<file path="config.mk">
export PLATFORM = sky130hd
export DESIGN_NAME = atomicLineLocker
export DESIGN_NICKNAME = d
export VERILOG_FILES = /design/src/rtl/lockerPkg.sv /design/src/rtl/lockerCtrl.sv /design/src/rtl/lockerData.sv /design/src/rtl/atomicLineLocker.sv
export SDC_FILE = /design/constraint.sdc
export NUM_CORES = 1
export LEC_CHECK = 0
export CORE_UTILIZATION = 30
export CTS_CLUSTER_DIAMETER = 40
export DETAILED_ROUTE_END_ITERATION = 16
export PLACE_DENSITY = 0.43
export SYNTH_ARGS = -nofsm -noshare
export SYNTH_HDL_FRONTEND = slang
export SYNTH_SLANG_ARGS = --single-unit
</file>
<file path="constraint.sdc">
create_clock -name clk -period 15.84 [get_ports clk]
set_input_delay 3.168 -clock clk [delete_from_list [all_inputs] [get_ports clk]]
set_output_delay 3.168 -clock clk [all_outputs]
set_load 0.02 [all_outputs]
</file>
<file path="src/rtl/lockerPkg.sv">
package lockerPkg;
  typedef enum logic [1:0] {OP_ADD = 2'd0, OP_SWAP = 2'd1, OP_CAS = 2'd2, OP_BAD = 2'd3} atomOp_e;
  typedef enum logic [1:0] {LS_I = 2'd0, LS_S = 2'd1, LS_E = 2'd2, LS_M = 2'd3} lineState_e;
  typedef struct packed {
    logic capture;
    logic lockSet;
    logic grantOwn;
    logic operate;
    logic lockClr;
  } dpStrobe_t;
endpackage

</file>
<file path="src/rtl/lockerCtrl.sv">
module lockerCtrl
  import lockerPkg::*;
(
  input  logic      clk,
  input  logic      rstN,
  input  logic      reqValid,
  input  logic      drained,
  input  logic      invAck,
  input  logic      reqBad,
  input  logic      lineOwned,
  input  logic      lockActive,
  output logic      reqReady,
  output logic      invReq,
  output logic      rspValid,
  output logic      rspErr,
  output dpStrobe_t strobe
);
  typedef enum logic [2:0] {
    ST_IDLE, ST_CHECK, ST_DRAIN, ST_LOCK, ST_INVAL, ST_OPER, ST_REL, ST_RESP
  } ctrlState_e;

  ctrlState_e st, stNext;
  logic errQ;

  always_ff @(posedge clk) begin
    if (!rstN) begin
      st   <= ST_IDLE;
      errQ <= 1'b0;
    end else begin
      st <= stNext;
      if (st == ST_CHECK) errQ <= reqBad;
    end
  end

  always_comb begin
    stNext   = st;
    strobe   = '0;
    reqReady = 1'b0;
    invReq   = 1'b0;
    rspValid = 1'b0;
    unique case (st)
      ST_IDLE: begin
        reqReady = 1'b1;
        if (reqValid) begin
          strobe.capture = 1'b1;
          stNext = ST_CHECK;
        end
      end
      ST_CHECK: stNext = reqBad ? ST_RESP : ST_DRAIN;
      ST_DRAIN: if (drained) begin
        strobe.lockSet = 1'b1;
        stNext = ST_LOCK;
      end
      ST_LOCK:  stNext = lineOwned ? ST_OPER : ST_INVAL;
      ST_INVAL: begin
        invReq = 1'b1;
        if (invAck) begin
          strobe.grantOwn = 1'b1;
          stNext = ST_OPER;
        end
      end
      ST_OPER: begin
        strobe.operate = 1'b1;
        stNext = ST_REL;
      end
      ST_REL: begin
        strobe.lockClr = 1'b1;
        stNext = ST_RESP;
      end
      ST_RESP: begin
        rspValid = 1'b1;
        stNext = ST_IDLE;
      end
      default: stNext = ST_IDLE;
    endcase
  end

  assign rspErr = rspValid & errQ;


  inv_needs_lock_chk: assert property (@(posedge clk) disable iff (!rstN) invReq |-> lockActive);

  rsp_pulse_chk: assert property (@(posedge clk) disable iff (!rstN) rspValid |=> !rspValid);

  err_nolock_chk: assert property (@(posedge clk) disable iff (!rstN) rspErr |-> !lockActive);

  drain_gate_chk: assert property (@(posedge clk) disable iff (!rstN)
    (st == ST_DRAIN && !drained) |=> !lockActive);
endmodule

</file>
<file path="src/rtl/lockerData.sv">
module lockerData
  import lockerPkg::*;
#(
  parameter int LINES  = 4,
  parameter int WORDS  = 4,
  parameter int DATA_W = 32,
  localparam int IDX_W  = $clog2(LINES),
  localparam int OFF_W  = $clog2(WORDS),
  localparam int ADDR_W = IDX_W + OFF_W + 2
) (
  input  logic              clk,
  input  logic              rstN,
  input  dpStrobe_t         strobe,
  input  logic [1:0]        reqOp,
  input  logic [ADDR_W-1:0] reqAddr,
  input  logic [DATA_W-1:0] reqOperand,
  input  logic [DATA_W-1:0] reqCompare,
  input  logic              snpValid,
  input  logic [ADDR_W-1:0] snpAddr,
  output logic              snpReady,
  output logic              snpRspValid,
  output logic [DATA_W-1:0] snpRspData,
  output logic              reqBad,
  output logic              lineOwned,
  output logic              lockActive,
  output logic [IDX_W-1:0]  lockLine,
  output logic [DATA_W-1:0] oldWord
);
  logic [DATA_W-1:0] mem [LINES][WORDS];
  logic [LINES-1:0][1:0] stateVec;
  logic [LINES-1:0] demote;

  logic [1:0]        opQ;
  logic              misQ;
  logic [IDX_W-1:0]  reqIdx;
  logic [OFF_W-1:0]  reqOff;
  logic [DATA_W-1:0] operandQ, cmpQ;

  logic              pendValid;
  logic [IDX_W-1:0]  pendIdx, ansIdx, rspLineQ;
  logic [OFF_W-1:0]  pendOff, ansOff;

  wire [IDX_W-1:0] snpIdx = snpAddr[ADDR_W-1 -: IDX_W];
  wire [OFF_W-1:0] snpOff = snpAddr[OFF_W+1:2];

  // request capture
  always_ff @(posedge clk) begin
    if (!rstN) begin
      opQ <= '0; misQ <= 1'b0; reqIdx <= '0; reqOff <= '0;
      operandQ <= '0; cmpQ <= '0;
    end else if (strobe.capture) begin
      opQ      <= reqOp;
      misQ     <= |reqAddr[1:0];
      reqIdx   <= reqAddr[ADDR_W-1 -: IDX_W];
      reqOff   <= reqAddr[OFF_W+1:2];
      operandQ <= reqOperand;
      cmpQ     <= reqCompare;
    end
  end

  assign reqBad = (opQ == OP_BAD) || misQ;

  // lock register
  always_ff @(posedge clk) begin
    if (!rstN) begin
      lockActive <= 1'b0;
      lockLine   <= '0;
    end else if (strobe.lockSet) begin
      lockActive <= 1'b1;
      lockLine   <= reqIdx;
    end else if (strobe.lockClr) begin
      lockActive <= 1'b0;
    end
  end

  // operate unit
  wire [DATA_W-1:0] curWord = mem[reqIdx][reqOff];
  logic [DATA_W-1:0] newWord;
  always_comb begin
    unique case (opQ)
      OP_ADD:  newWord = curWord + operandQ;
      OP_SWAP: newWord = operandQ;
      OP_CAS:  newWord = (curWord == cmpQ) ? operandQ : curWord;
      default: newWord = curWord;
    endcase
  end

  always_ff @(posedge clk) begin
    if (!rstN) begin
      for (int l = 0; l < LINES; l++)
        for (int w = 0; w < WORDS; w++)
          mem[l][w] <= '0;
      oldWord <= '0;
    end else if (strobe.operate) begin
      mem[reqIdx][reqOff] <= newWord;
      oldWord <= curWord;
    end
  end

  // per-line coherence state
  for (genvar g = 0; g < LINES; g++) begin : gLine
    lineState_e lineSt;
    wire isMine = (reqIdx == IDX_W'(g));
    always_ff @(posedge clk) begin
      if (!rstN) lineSt <= LS_S;
      else if (strobe.operate && isMine) lineSt <= LS_M;
      else if (strobe.grantOwn && isMine) lineSt <= LS_E;
      else if (demote[g] && (lineSt == LS_M || lineSt == LS_E)) lineSt <= LS_S;
    end
    assign stateVec[g] = lineSt;
  end

  assign lineOwned = (stateVec[reqIdx] == LS_E) || (stateVec[reqIdx] == LS_M);

  // snoop handling with one holding slot
  wire hitLock    = lockActive && (snpIdx == lockLine);
  wire acceptNow  = snpValid && !pendValid;
  wire answerImm  = acceptNow && !hitLock;
  wire pendAnswer = pendValid && !(lockActive && (pendIdx == lockLine));
  wire answerAny  = answerImm || pendAnswer;

  assign snpReady = !pendValid;
  assign ansIdx   = pendAnswer ? pendIdx : snpIdx;
  assign ansOff   = pendAnswer ? pendOff : snpOff;

  always_comb begin
    demote = '0;
    if (answerAny) demote[ansIdx] = 1'b1;
  end

  always_ff @(posedge clk) begin
    if (!rstN) begin
      pendValid   <= 1'b0;
      pendIdx     <= '0;
      pendOff     <= '0;
      snpRspValid <= 1'b0;
      snpRspData  <= '0;
      rspLineQ    <= '0;
    end else begin
      snpRspValid <= answerAny;
      if (answerAny) begin
        snpRspData <= mem[ansIdx][ansOff];
        rspLineQ   <= ansIdx;
      end
      if (acceptNow && hitLock) begin
        pendValid <= 1'b1;
        pendIdx   <= snpIdx;
        pendOff   <= snpOff;
      end else if (pendAnswer) begin
        pendValid <= 1'b0;
      end
    end
  end


  defer_chk: assert property (@(posedge clk) disable iff (!rstN)
    (snpRspValid && lockActive) |-> (rspLineQ != lockLine));

  oper_owned_chk: assert property (@(posedge clk) disable iff (!rstN)
    strobe.operate |-> lineOwned);
endmodule

</file>
<file path="src/rtl/atomicLineLocker.sv">
module atomicLineLocker
  import lockerPkg::*;
#(
  parameter int LINES  = 4,
  parameter int WORDS  = 4,
  parameter int DATA_W = 32,
  localparam int IDX_W  = $clog2(LINES),
  localparam int OFF_W  = $clog2(WORDS),
  localparam int ADDR_W = IDX_W + OFF_W + 2
) (
  input  logic              clk,
  input  logic              rstN,
  input  logic              reqValid,
  output logic              reqReady,
  input  logic [1:0]        reqOp,
  input  logic [ADDR_W-1:0] reqAddr,
  input  logic [DATA_W-1:0] reqOperand,
  input  logic [DATA_W-1:0] reqCompare,
  input  logic              drained,
  output logic              rspValid,
  output logic              rspErr,
  output logic [DATA_W-1:0] rspOld,
  output logic              invReq,
  output logic [IDX_W-1:0]  invLine,
  input  logic              invAck,
  input  logic              snpValid,
  output logic              snpReady,
  input  logic [ADDR_W-1:0] snpAddr,
  output logic              snpRspValid,
  output logic [DATA_W-1:0] snpRspData
);
  dpStrobe_t strobe;
  logic reqBad, lineOwned, lockActive;

  lockerCtrl uCtrl (
    .clk, .rstN, .reqValid, .drained, .invAck,
    .reqBad, .lineOwned, .lockActive,
    .reqReady, .invReq, .rspValid, .rspErr, .strobe
  );

  lockerData #(.LINES(LINES), .WORDS(WORDS), .DATA_W(DATA_W)) uData (
    .clk, .rstN, .strobe, .reqOp, .reqAddr, .reqOperand, .reqCompare,
    .snpValid, .snpAddr, .snpReady, .snpRspValid, .snpRspData,
    .reqBad, .lineOwned, .lockActive, .lockLine(invLine), .oldWord(rspOld)
  );
endmodule

</file>
# Word level (Yosys, flattened, before mapping)
# Memory sizes are Yosys's and may differ from the RTL's. A register that Yosys moved wholly into a read port is not among the register bits.
# Index checks and enable logic that the tools add are counted.
[op_classes]
add_sub_neg = 1
n_lt_le_gt_ge = 6
n_eq_ne = 29
n_mux = 59
bitwise_logic = 4
reduce_logical = 50
[op_table]
columns = ["op", "count"]
rows = [
  ["$mux W128", 3],
  ["$mux W32", 6],
  ["$bmux W32 S2", 2],
  ["$reduce_or A128 Y1", 1],
  ["$pmux W32 S3", 1],
  ["$demux W32 S2", 1],
  ["$mux W2", 18],
  ["$add A32 B32 Y32", 1],
  ["$eq A32 B32 Y1", 1],
  ["$eq A2 B2 Y1 const B", 14],
  ["$pmux W3 S8", 1],
  ["$logic_and A1 B1 Y1", 20],
  ["$mux W1", 20],
  ["$eq A3 B3 Y1 const B", 4],
  ["$mux W3", 4],
  ["$reduce_bool A2 Y1", 6],
  ["$reduce_bool A3 Y1", 4],
  ["$reduce_or A2 Y1", 5],
  ["$logic_or A1 B1 Y1", 7],
  ["$eq A3 B2 Y1 const B", 2],
  ["$ge A3 B3 Y1 const B", 2],
  ["$lt A2 B3 Y1 const B", 2],
  ["$ne A2 B2 Y1 const B", 3],
  ["$not A2 Y3", 2],
  ["other kinds (14)", 19],
]
[word_totals]
reg_bits = 156
ram_bits = 512
in_bits = 84
output_inout_bits = 72
wordCells = 174
memories = 1
[memory_table]
columns = ["memory", "words", "word_bits", "rd", "rd_ports_with_merged_regs", "wr", "line", "text"]
rows = [
  ["uData.mem", 4, 128, 2, 1, 4, "lockerData.sv:29", "logic [DATA_W-1:0] mem [LINES][WORDS];"],
]

# Depth between registers and ports, before layout
# Gate-level depths: netlist of the first run.
[logic_depth]
word_depth = 14
ltp_mapped = 22
ltp_nobuf = 16

# Modules after synthesis
# From an unflattened synthesis of the first run, not the netlist that was laid out.
[hier_totals]
cells_unflattened = 2798
area_unflattened_um2 = 35008.6
[by_module_without_submodules]
columns = ["mod", "n_inst", "cells_per_inst", "area_per_inst_um2", "seq_area_each_um2"]
rows = [
  ["lockerData", 1, 2766, 34712.0, 18377.6],
  ["lockerCtrl", 1, 32, 296.5, 80.1],
]

# Least setup slack after synthesis of the first run
# Ideal clock, no wire load.
[synth_path]
path_type = "input to register"
from = "input rstN"
to = "memory uData.mem[3][64] (netlist bit), enable pin"
setup_ns = 0.389
t_arrival_ns = 4.717
required_time_ns = 15.451
setup_slack_ns = 10.734
stages = 5
n_path_buf = 1
path_cell_list = "nand2_1 > nor3_1 > nand3_1 > clkbuf_1 > nand2_1"
[synth_rtl]
columns = ["item", "line", "text"]
rows = [
  ["start: declaration", "atomicLineLocker.sv:12", "input logic rstN,"],
  ["end: declaration", "lockerData.sv:29", ""],
]

==> tab_implementation.tex, run 1 <==
\begin{tabular}{lr}
\hline
Metric & Value \\
\hline
\multicolumn{2}{l}{\textbf{Drt}} \\
Final Routed Wirelength & 148000 um \\
Average wire per standard cell & 30.2 um \\
Drt first-iter violations & 2922 \\
TritonRoute pass-1 iters & 6 \\
Post-route DRC violation count & 0 \\
Overall via count from detail\_route & 27500 \\
Remaining antenna violation count & 0 \\
Drt via density & 5.61 \\
\multicolumn{2}{l}{\textbf{Job}} \\
Max Cap Violations & 0 \\
\multicolumn{2}{l}{\textbf{Final layout}} \\
Number of inserted filler cells in the final layout & 11700 \\
Leading cell types in the layout, fill and taps excluded & edfxtp\_1 (512), nand2\_1 (450), nor2\_1 (369) \\
Area Overhead vs Synth & 20.2\% \\
Number of nets in the finished design & 3323 \\
Fraction of layout cells with a size suffix above 1 & 0.204 \\
Commonest non-fill, non-tap cell in the layout & edfxtp\_1 \\
Inserted Diodes & 0 \\
\multicolumn{2}{l}{\textbf{Logic synthesis}} \\
Main combinational cell family by area after synthesis & multiplexers \\
Net count after synthesis & 3242 \\
Most used DFF post-synth & edfxtp\_1 \\
Cell taking the most area after synthesis & edfxtp\_1 \\
Post-synth EDFFs & 512 \\
Synthesized-area fraction occupied by ao, oa, aoi and oai cells & 0.0966 \\
Synthesized-area fraction occupied by adder cells & 0.0113 \\
Synthesized flop and latch total & 666 \\
Mux contribution to synthesized area & 0.185 \\
Mean cell area of the mapped netlist & 11.5 um2 \\
Proportion of netlist area held by the largest area contributor & 0.427 \\
Sequential fraction of the synthesis area & 0.512 \\
Post-synthesis simple-gate area fraction & 0.143 \\
Share of flip-flops with an asynchronous set or reset & 0 \\
Post-synthesis cell type count & 78 \\
Synthesized netlist cell count & 3126 \\
Synthesized area & 36000 um2 \\
Biggest area contributors in the synthesized netlist & edfxtp\_1 (43\%), mux4\_2 (15\%), dfxtp\_1 (8.6\%) \\
Parity-gate share of the synthesized area counting xor and xnor cells & 0.0124 \\
Syn. warnings & 0 \\
\multicolumn{2}{l}{\textbf{Min path}} \\
Startpoint of the lowest-slack hold path & uData.oldWord[23] \\
Path type of the worst min-delay path & register to register \\
\multicolumn{2}{l}{\textbf{Floorplan}} \\
Die Span Y & 349 um \\
Die area & 121000 um2 \\
Number of primary I/O pins & 156 \\
Number of standard-cell rows in the floorplan & 126 \\
Starting utilization of the core area & 0.304 \\
Core Footprint & 119000 um2 \\
Die W & 349 um \\
\multicolumn{2}{l}{\textbf{Power and ir drop}} \\
Internal power of the cells & 4.27 mW \\
Sequential power share & 0.312 \\
Power share of the clock group & 0.384 \\
Switching share of power & 0.366 \\
Static leakage power & 15.2 nW \\
Worst IR drop on VDD & 0.0938 mV \\
Logic pwr share & 0.304 \\
Switching pwr & 2.46 mW \\
Cell area power density & 156 nW/um2 \\
\multicolumn{2}{l}{\textbf{Global route}} \\
Total congestion overflow & 0 \\
Number of global-route vias before repair & 27800 \\
Number of antenna violations at the first check in global routing & 2 \\
Maximum number of pins on one net before global-route repair & 78 \\
First-pass GRT wire length & 207000 um \\
Global-route usage over all layers & 0.241 \\
\multicolumn{2}{l}{\textbf{Timing}} \\
Post-Route Skew & 0.0293 ns \\
Slew Viols, Final & 0 \\
Sum Neg Setup Slack & 0 ns \\
Portion of the clock cycle consumed by the worst path in the final layout & 0.463 \\
Max-Slew Margin vs Limit & 0.169 \\
Worst-margin pin slew & 1.24 ns \\
Final number of hold-violating endpoints & 0 \\
Total setup violations reported at the end of the flow & 0 \\
Worst setup slack after layout & 8.50 ns \\
Min Clock Period, post-route & 7.34 ns \\
RSZ-0062 raised after global routing & false \\
Fmax & 136 MHz \\
\multicolumn{2}{l}{\textbf{Outcome}} \\
Outcome & complete, no violations \\
\multicolumn{2}{l}{\textbf{Place}} \\
Post-place setup slack & 8.23 ns \\
Buffers added on ports & 153 \\
Estimated wirelength of the detail-placed design & 92500 um \\
GP Congestion & 0.889 \\
\multicolumn{2}{l}{\textbf{Clock tree}} \\
Clock Root Buffer & clkbuf\_16 \\
Number of buffers on the longest clock path & 3 \\
Total setup buffers inserted after CTS & 0 \\
Number of sinks on the clock net & 666 \\
Clock insertion delay at the later pin of the skew report & 0.71 ns \\
TritonCTS clock tree & done \\
Cts hold-fix bufs & 0 \\
Register clock-pin slew on the reported worst setup and hold paths & 0.05 ns \\
Number of clock buffers inserted by TritonCTS & 119 \\
Number of gates given a new drive strength after cts & 0 \\
Depth of the CTS H-tree & 3 \\
\multicolumn{2}{l}{\textbf{Setup path}} \\
Largest driver fanout on the critical path & 43 \\
Endpoint required time on the critical path & 16.37 ns \\
Kind of critical path & register to register \\
Arrival time at the worst endpoint & 7.87 ns \\
CP Launch Type & register \\
Setup crit end kind & register \\
\hline
\end{tabular}
==> registers in the layout, summed over array words and instances, names as in the netlist, 2 cells and up, named ones only <==
| register | flops |
|---|---|
| uData.oldWord | 32 |
| uCtrl.st | 3 |
| uData.lockLine | 2 |
| uData.snpRspData | 32 |
| uData.reqIdx | 2 |
| uData.pendIdx | 2 |
| uData.gLine.lineSt | 4 |
| uData.operandQ | 32 |
| uData.cmpQ | 32 |
| uData.reqOff | 2 |
| uData.pendOff | 2 |
| uData.mem | 512 |
| uData.opQ | 2 |
==> critical path: stages (launching register included) <==
cell	delay (ns)
dfxtp_4	0.70
buf_4	0.74
buf_4	0.71
mux2_2	0.29
o22ai_1	0.08
o21ai_0	0.76
and2_1	0.33
ha_1	0.33
nand3_1	0.10
nand2_1	0.09
o2111ai_1	0.65
a21oi_1	0.29
o211ai_1	0.42
mux2i_1	0.11
or4_1	0.78
and4_1	0.39
nor3_1	0.24
==> routing by layer <==
layer,vias to the layer above,part of all wire,global-route usage
li1,11900,-,-
met1,14300,0.42,0.316
met2,1098,0.49,0.407
met3,250,0.061,0.0334
met4,0,0.033,0.0784
met5,-,0,0
==> metrics by stage <==
| step | hold slack, ns | total power, mW | area [um2] | util | std cells |
|---|---|---|---|---|---|
| global route | 0.487 | 6.98 | 43300 | 0.365 | 4909 |
| CTS | 0.466 | 6.78 | 43300 | 0.365 | 4909 |
| finish | 0.467 | 6.73 | 43300 | 0.365 | 4909 |
| floorplan | 0.455 | 3.44 | 36000 | - | 3126 |
| detailed placement | 0.459 | 4.18 | 39200 | 0.331 | 4686 |
| global placement | 0.461 | 4.16 | 39200 | 0.331 | 4686 |
==> kinds of logic (layout without fill, tap and decap cells) <==
kind of cell,after synthesis,in the layout
simple gates,1182,1182
flops,666,666
compound gates,523,523
mux,358,358
buf+inv,314,497
xor+xnor,51,51
fa+ha+maj,32,32
==> final cells by class <==
| class | count | area (um2) | area share |
|---|---|---|---|
| well taps | 1600 | 2000 | 0.0463 |
| clock inverters | 78 | 817 | 0.0189 |
| multi-input cells | 2146 | 16400 | 0.380 |
| repair buffers | 238 | 2170 | 0.0502 |
| clock buffers | 145 | 3250 | 0.0751 |
| inverters | 36 | 135 | 0.00312 |
| flip-flops and latches | 666 | 18500 | 0.427 |
==> cell usage after synthesis (11+ instances only) <==
cell      count
a21boi_0     88
clkbuf_1    186
a32oi_1      16
a31oi_1      30
xor2_1       33
mux4_2      243
nand2_1     477
nand3_1      60
buf_2        42
a21oi_1     112
a22o_1       11
buf_1        23
o21ai_0     105
a21o_1       20
nor2_1      371
mux2i_1      77
nor2_2       20
xnor2_1      18
mux2_2       38
nand4_1      20
and3_1       13
inv_1        35
o22ai_1      42
buf_6        15
nor2b_1      24
nor3_1      111
and2_1       21
ha_1         31
dfxtp_1     154
or3_1        13
edfxtp_1    512
==> path summary, 6_finish.rpt <==
| path | endpoint | slack [ns] | cells past startpoint |
|---|---|---|---|
| worst max-delay path | uData.mem[3][125] | 8.50 | 16 |
| worst min register to register | uData.oldWord[23] | 0.47 | 2 |
| worst max register to register | uData.mem[3][125] | 8.50 | 16 |
| worst min-delay path | uData.oldWord[23] | 0.47 | 2 |
==> power by group through the flow <==
| stage | clock network [mW] | logic [mW] | registers, mW |
|---|---|---|---|
| 2_1_floorplan | 0 | 1.36 | 2.08 |
| 3_3_place_gp | 0 | 2.03 | 2.13 |
| 3_5_place_dp | 0 | 2.04 | 2.14 |
| 4_1_cts | 2.62 | 2.05 | 2.10 |
| 5_1_grt | 2.69 | 2.17 | 2.11 |
| 6_report | 2.59 | 2.05 | 2.10 |
Power figures use the tool's default switching activity.
==> run 2, diff against run 1 <==
--- a/config.mk
+++ b/config.mk
@@ -8,7 +8,7 @@
 export CORE_UTILIZATION = 30
 export CTS_CLUSTER_DIAMETER = 40
 export DETAILED_ROUTE_END_ITERATION = 16
-export PLACE_DENSITY = 0.43
+export PLACE_DENSITY = 0.45
 export SYNTH_ARGS = -nofsm -noshare
 export SYNTH_HDL_FRONTEND = slang
 export SYNTH_SLANG_ARGS = --single-unit
==> constraint.sdc (replaced) <==
create_clock -name clk -period 6.1 [get_ports clk]
set_input_delay 1.22 -clock clk [delete_from_list [all_inputs] [get_ports clk]]
set_output_delay 1.22 -clock clk [all_outputs]
set_load 0.02 [all_outputs]
==> tab_implementation.tex, run 2 (synthesized netlist as in run 1, its figures left out) <==
\begin{tabular}{lr}
\hline
Metric & Value \\
\hline
\multicolumn{2}{l}{\textbf{Clock tree}} \\
Total setup buffers inserted after CTS & 0 (unchanged) \\
Number of sinks on the clock net & 666 (unchanged) \\
Register clock-pin slew on the reported worst setup and hold paths & 0.05 ns (about the same) \\
Number of gates given a new drive strength after cts & 0 (unchanged) \\
Clock insertion delay at the later pin of the skew report & 0.75 ns (+0.04 ns) \\
TritonCTS clock tree & done \\
Clock Root Buffer & clkbuf\_16 \\
Cts hold-fix bufs & 0 (unchanged) \\
Number of clock buffers inserted by TritonCTS & 133 (+12\%) \\
Depth of the CTS H-tree & 4 (+1) \\
Number of buffers on the longest clock path & 3 (unchanged) \\
\multicolumn{2}{l}{\textbf{Global route}} \\
Number of global-route vias before repair & 27200 (-2.3\%) \\
Total congestion overflow & 0 (unchanged) \\
Number of antenna violations at the first check in global routing & 3 (+1) \\
First-pass GRT wire length & 206000 um (-0.54\%) \\
Maximum number of pins on one net before global-route repair & 76 (-2.6\%) \\
Global-route usage over all layers & 0.239 (-0.00139) \\
\multicolumn{2}{l}{\textbf{Timing}} \\
Min Clock Period, post-route & 5.46 ns (-1.88 ns) \\
RSZ-0062 raised after global routing & false \\
Max-Slew Margin vs Limit & 0.188 (+0.0186) \\
Sum Neg Setup Slack & 0 ns (unchanged) \\
Portion of the clock cycle consumed by the worst path in the final layout & 0.895 (+0.432) \\
Post-Route Skew & 0.0271 ns (-0.00227 ns) \\
Worst-margin pin slew & 1.21 ns (-0.0263 ns) \\
Fmax & 183 MHz (+34\%) \\
Final number of hold-violating endpoints & 0 (unchanged) \\
Total setup violations reported at the end of the flow & 0 (unchanged) \\
Slew Viols, Final & 0 (unchanged) \\
\multicolumn{2}{l}{\textbf{Floorplan}} \\
Core Footprint & 119000 um2 (unchanged) \\
Number of standard-cell rows in the floorplan & 126 (unchanged) \\
Starting utilization of the core area & 0.304 (unchanged) \\
Die Span Y & 349 um (unchanged) \\
Die area & 121000 um2 (unchanged) \\
Die W & 349 um (unchanged) \\
Number of primary I/O pins & 156 (unchanged) \\
\multicolumn{2}{l}{\textbf{Drt}} \\
Drt first-iter violations & 2970 (+1.6\%) \\
Post-route DRC violation count & 0 (unchanged) \\
Final Routed Wirelength & 146000 um (-1.4\%) \\
TritonRoute pass-1 iters & 5 (-1) \\
Overall via count from detail\_route & 27500 (-0.036\%) \\
Average wire per standard cell & 29.1 um (-3.6\%) \\
Remaining antenna violation count & 0 (unchanged) \\
Drt via density & 5.48 (-2.3\%) \\
\multicolumn{2}{l}{\textbf{Final layout}} \\
Number of nets in the finished design & 3426 (+3.1\%) \\
Reg with most FFs & uData.mem \\
Final cell count without fillers & 5021 (+2.3\%) \\
Area Overhead vs Synth & 24.9\% \\
Leading cell types in the layout, fill and taps excluded & edfxtp\_1 (512), nand2\_1 (450), nor2\_1 (369) \\
Fraction of layout cells with a size suffix above 1 & 0.227 (+0.0226) \\
Max reg flops & 512 (unchanged) \\
Commonest non-fill, non-tap cell in the layout & edfxtp\_1 \\
\multicolumn{2}{l}{\textbf{Power and ir drop}} \\
Static leakage power & 16.0 nW (+5.7\%) \\
Cell area power density & 426 nW/um2 (+170\%) \\
Worst IR drop on VDD & 0.190 mV (+100\%) \\
\multicolumn{2}{l}{\textbf{Setup path}} \\
Delay of the slowest cell on the worst path & 0.61 ns (-0.17 ns) \\
Largest driver fanout on the critical path & 24 (-44\%) \\
Setup crit end kind & register \\
Kind of critical path & register to register \\
Most repeated library cell on the critical path & buf\_4 \\
Worst-path cell chain & buf\_12 -> mux4\_2 -> mux2i\_1 -> o21ai\_0 -> ha\_1 -> nand2\_1 -> nor2\_1 -> o2111ai\_1 -> buf\_4 -> buf\_4 -> a21o\_1 -> o21ai\_0 -> a2111oi\_0 -> buf\_4 -> o21a\_1 -> o21ai\_1 -> buf\_12 -> a21oi\_1 \\
Highest-delay cell along the critical path & ha\_1 \\
CP Launch Type & register \\
Endpoint required time on the critical path & 6.54 ns (-9.83 ns) \\
Arrival time at the worst endpoint & 5.90 ns (-1.97 ns) \\
\multicolumn{2}{l}{\textbf{Min path}} \\
Startpoint of the lowest-slack hold path & uData.opQ[1] \\
Path type of the worst min-delay path & register to register \\
\multicolumn{2}{l}{\textbf{Job}} \\
Max Cap Violations & 0 (unchanged) \\
\multicolumn{2}{l}{\textbf{Place}} \\
Instance count after placement with tap cells included & 4775 (+1.9\%) \\
GP Congestion & 0.939 (+5.6\%) \\
Estimated wirelength of the detail-placed design & 90000 um (-2.7\%) \\
Buffers added on ports & 153 (unchanged) \\
\multicolumn{2}{l}{\textbf{Outcome}} \\
Outcome & complete, no violations \\
\hline
\end{tabular}
==> run 2: cell types whose count changed in the layout (fill, tap and decap cells not counted), moves of 3 or more <==
cell and delta:
buf_12 +46, buf_4 +43, bufinv_16 +3, clkbuf_1 +4, clkbuf_16 +12, clkbuf_8 -8
clkinv_1 +5, clkinv_2 -5, clkinv_4 +7, inv_16 +6, nand2_2 +5, nand2_4 -5
o21ai_1 +3, o21ai_2 -3
==> run 2: per-stage QoR <==
step / setup WS (ns) / util / hold WS (ns) / power, mW / instance area [um2]
after floorplan: 1.05 / - / 0.455 / 8.92 / 36000
after global placement: 0.741 / 0.341 / 0.453 / 11.8 / 40400
after detailed placement: 0.754 / 0.341 / 0.459 / 11.8 / 40400
after CTS: 0.709 / 0.379 / 0.465 / 19.2 / 45000
after global routing: 0.460 / 0.379 / 0.489 / 19.9 / 45000
final: 0.641 / 0.379 / 0.461 / 19.1 / 45000
==> run 2: worst max-delay path, delay by kind of cell (launching register included) <==
| family | cells | cell delay [ns] |
|---|---|---|
| adders and majority gates | 1 | 0.61 |
| DFF | 1 | 0.50 |
| and+or+nand+nor | 2 | 0.24 |
| AOI/OAI and AO/OA | 8 | 1.90 |
| buffers and inverters | 5 | 0.97 |
| muxes | 2 | 0.86 |
==> run 2: where the power goes <==
group	switching [mW]	internal [mW]	leakage (nW)	total (mW)
sequential	0.297	5.16	6.55	5.45
combinational	3.93	2.34	7.27	6.27
clock	2.63	4.79	2.20	7.42
==> run 2: final cells by class <==
cell class,count,area (um2)
multi-input combinational,2146,16400
sequential,666,18500
timing repair buffer,327,3410
antenna,1,2.50
fill,11500,73600
clock inverter,92,1080
tap,1600,2000
clock buffer,153,3460
inverter,36,135
==> run 2: per-layer routing <==
metal	up-vias	wire length, um	GRT usage
met5	-	13	0
met4	2	5090	0.0887
met3	236	8190	0.0365
met2	1006	70200	0.394
met1	14200	62500	0.317
li1	12100	-	-
==> run 2: final timing paths <==
path                      endpoint  slack [ns]  depth (start not counted)
setup / recovery  uData.mem[1][63]        0.64                         18
hold / removal        uData.opQ[1]        0.46                          2
setup reg to reg  uData.mem[1][63]        0.64                         18
hold reg to reg       uData.opQ[1]        0.46                          2
==> run 3, diff against run 2 <==
--- a/config.mk
+++ b/config.mk
@@ -5,6 +5,7 @@
 export SDC_FILE = /design/constraint.sdc
 export NUM_CORES = 1
 export LEC_CHECK = 0
+export CAP_MARGIN = 30
 export CORE_UTILIZATION = 30
 export CTS_CLUSTER_DIAMETER = 40
 export DETAILED_ROUTE_END_ITERATION = 16
==> tab_implementation.tex, run 3 (synthesized netlist as in run 1, its figures left out) <==
\begin{tabular}{lr}
\hline
Metric & Value \\
\hline
\multicolumn{2}{l}{\textbf{Power and ir drop}} \\
Static leakage power & 16.1 nW (+0.30\%) \\
Cell area power density & 428 nW/um2 (+0.52\%) \\
Worst IR drop on VDD & 0.195 mV (+2.8\%) \\
\multicolumn{2}{l}{\textbf{Clock tree}} \\
Register clock-pin slew on the reported worst setup and hold paths & 0.05 ns (about the same) \\
Clock insertion delay at the later pin of the skew report & 0.74 ns (about the same) \\
Number of buffers on the longest clock path & 3 (unchanged) \\
Clock Root Buffer & clkbuf\_16 \\
Number of clock buffers inserted by TritonCTS & 130 (-2.3\%) \\
Number of sinks on the clock net & 666 (unchanged) \\
Cts hold-fix bufs & 0 (unchanged) \\
TritonCTS clock tree & done \\
Depth of the CTS H-tree & 4 (unchanged) \\
Number of gates given a new drive strength after cts & 0 (unchanged) \\
Total setup buffers inserted after CTS & 0 (unchanged) \\
\multicolumn{2}{l}{\textbf{Final layout}} \\
Reg with most FFs & uData.mem \\
Area Overhead vs Synth & 25.1\% \\
Fin area & 45100 um2 (+0.21\%) \\
Commonest non-fill, non-tap cell in the layout & edfxtp\_1 \\
Fraction of layout cells with a size suffix above 1 & 0.228 (+0.00166) \\
Number of inserted filler cells in the final layout & 11600 (+0.28\%) \\
Number of nets in the finished design & 3425 (-0.029\%) \\
Leading cell types in the layout, fill and taps excluded & edfxtp\_1 (512), nand2\_1 (450), nor2\_1 (369) \\
Max reg flops & 512 (unchanged) \\
\multicolumn{2}{l}{\textbf{Drt}} \\
Post-route DRC violation count & 0 (unchanged) \\
Remaining antenna violation count & 0 (unchanged) \\
Drt first-iter violations & 2769 (-6.8\%) \\
Overall via count from detail\_route & 27700 (+0.49\%) \\
Final Routed Wirelength & 146000 um (-0.11\%) \\
Drt via density & 5.51 (+0.55\%) \\
Average wire per standard cell & 29.1 um (about the same) \\
TritonRoute pass-1 iters & 5 (unchanged) \\
\multicolumn{2}{l}{\textbf{Place}} \\
GP Congestion & 0.939 (unchanged) \\
Estimated wirelength of the detail-placed design & 90300 um (+0.30\%) \\
Buffers added on ports & 153 (unchanged) \\
Total placed instance area & 40500 um2 (about the same) \\
\multicolumn{2}{l}{\textbf{Timing}} \\
Post-Route Skew & 0.0375 ns (+0.0104 ns) \\
Max-Slew Margin vs Limit & 0.293 (+0.106) \\
Worst-margin pin slew & 1.06 ns (-0.152 ns) \\
Total setup violations reported at the end of the flow & 0 (unchanged) \\
Portion of the clock cycle consumed by the worst path in the final layout & 0.896 (about the same) \\
Final number of hold-violating endpoints & 0 (unchanged) \\
Fmax & 183 MHz (about the same) \\
Min Clock Period, post-route & 5.46 ns (+0.00363 ns) \\
RSZ-0062 raised after global routing & false \\
Slew Viols, Final & 0 (unchanged) \\
Sum Neg Setup Slack & 0 ns (unchanged) \\
\multicolumn{2}{l}{\textbf{Global route}} \\
Global-route usage over all layers & 0.239 (-0.000500) \\
First-pass GRT wire length & 205000 um (-0.38\%) \\
Number of antenna violations at the first check in global routing & 2 (-1) \\
Number of global-route vias before repair & 27100 (-0.26\%) \\
Maximum number of pins on one net before global-route repair & 76 (unchanged) \\
Total congestion overflow & 0 (unchanged) \\
\multicolumn{2}{l}{\textbf{Setup path}} \\
Highest-delay cell along the critical path & ha\_1 \\
Number of cell instances on the worst register-to-register path & 17 (-1) \\
Largest driver fanout on the critical path & 24 (unchanged) \\
CP Launch Type & register \\
Setup crit end kind & register \\
Kind of critical path & register to register \\
Delay of the slowest cell on the worst path & 0.59 ns (-0.02 ns) \\
Slack of the worst reg-to-reg path & 0.64 ns (about the same) \\
Endpoint required time on the critical path & 6.67 ns (+0.13 ns) \\
Worst-path cell chain & buf\_12 -> mux4\_2 -> mux2i\_1 -> o21ai\_0 -> ha\_1 -> nand2\_1 -> nor2\_1 -> o2111ai\_1 -> buf\_4 -> buf\_4 -> a21o\_1 -> o21ai\_0 -> a2111oi\_0 -> a2111oi\_0 -> o21ai\_1 -> buf\_12 -> a21oi\_1 \\
Capture point of the worst reg-to-reg path & uData.mem[0][95] \\
Arrival time at the worst endpoint & 6.03 ns (+0.13 ns) \\
\multicolumn{2}{l}{\textbf{Floorplan}} \\
Die Span Y & 349 um (unchanged) \\
Number of primary I/O pins & 156 (unchanged) \\
Die area & 121000 um2 (unchanged) \\
Die W & 349 um (unchanged) \\
Starting utilization of the core area & 0.304 (unchanged) \\
Core Footprint & 119000 um2 (unchanged) \\
Number of standard-cell rows in the floorplan & 126 (unchanged) \\
\multicolumn{2}{l}{\textbf{Min path}} \\
Path type of the worst min-delay path & register to register \\
Startpoint of the lowest-slack hold path & uData.opQ[1] \\
End point of the most critical hold path & uData.opQ[1] \\
Hold depth & 2 (unchanged) \\
\multicolumn{2}{l}{\textbf{Job}} \\
Max Cap Violations & 0 (unchanged) \\
\multicolumn{2}{l}{\textbf{Outcome}} \\
Outcome & complete, no violations \\
\hline
\end{tabular}
## run 3: changes by cell type in the layout (fill, tap and decap cells not counted), sizes merged
| cell | change |
|---|---|
| clkinvlp | +1 |
| clkinv | -17 |
| buf | +2 |
| bufinv | +4 |
| inv | +4 |
| clkbuf | +3 |
## run 3: worst max-delay path: cells and delay by family (launching register included)
family	cells	cell delay, ns
AOI/OAI and AO/OA	8	2.23
muxes	2	0.87
buffers and inverters	4	0.82
adders and majority gates	1	0.59
DFF	1	0.48
and+or+nand+nor	2	0.24
## run 3: how the worst max path moves through the flow
stage / endpoint / slack [ns] / cells past startpoint
floorplan: uData.mem[1][29] / 1.05 / 20
global placement: uData.mem[3][95] / 0.74 / 18
detailed placement: uData.mem[0][95] / 0.74 / 17
CTS: uData.mem[0][95] / 0.69 / 17
global route: uData.mem[1][63] / 0.42 / 17
finish: uData.mem[0][95] / 0.64 / 17
## run 3: layout make-up
type / count / area, um2 / share of cell area
Sequential cell: 666 / 18500 / 0.410
Timing Repair Buffer: 329 / 3450 / 0.0765
Tap cell: 1600 / 2000 / 0.0444
Inverter: 36 / 135 / 0.00300
Multi-Input combinational cell: 2146 / 16400 / 0.364
Antenna cell: 1 / 2.50 / 0.0000555
Clock inverter: 84 / 1080 / 0.0240
Clock buffer: 156 / 3520 / 0.0781
## run 3: per-layer routing
metal | track usage | routed length, um | vias to the layer above | part of all wire
met1 | 0.315 | 61100 | 14200 | 0.42
met5 | 0 | 0 | - | 0
li1 | - | - | 12100 | -
met4 | 0.0875 | 4870 | 0 | 0.033
met3 | 0.0356 | 9330 | 243 | 0.064
met2 | 0.396 | 70500 | 1105 | 0.48
## run 3: through the flow
step	power, mW	std cells	worst slack, ns	util	hold WS, ns
after floorplan	8.92	3126	1.05	-	0.455
after global routing	20.0	5017	0.425	0.380	0.489
after global placement	11.8	4775	0.741	0.341	0.453
final	19.3	5018	0.637	0.380	0.462
after CTS	19.4	5017	0.694	0.380	0.466
after detailed placement	11.8	4777	0.741	0.341	0.459
## run 3: report_power, final
group          total [mW]  internal (mW)  switching [mW]
combinational        6.27           2.35            3.92
clock                7.56           4.99            2.57
sequential           5.45           5.15           0.295
total                19.3           12.5            6.79
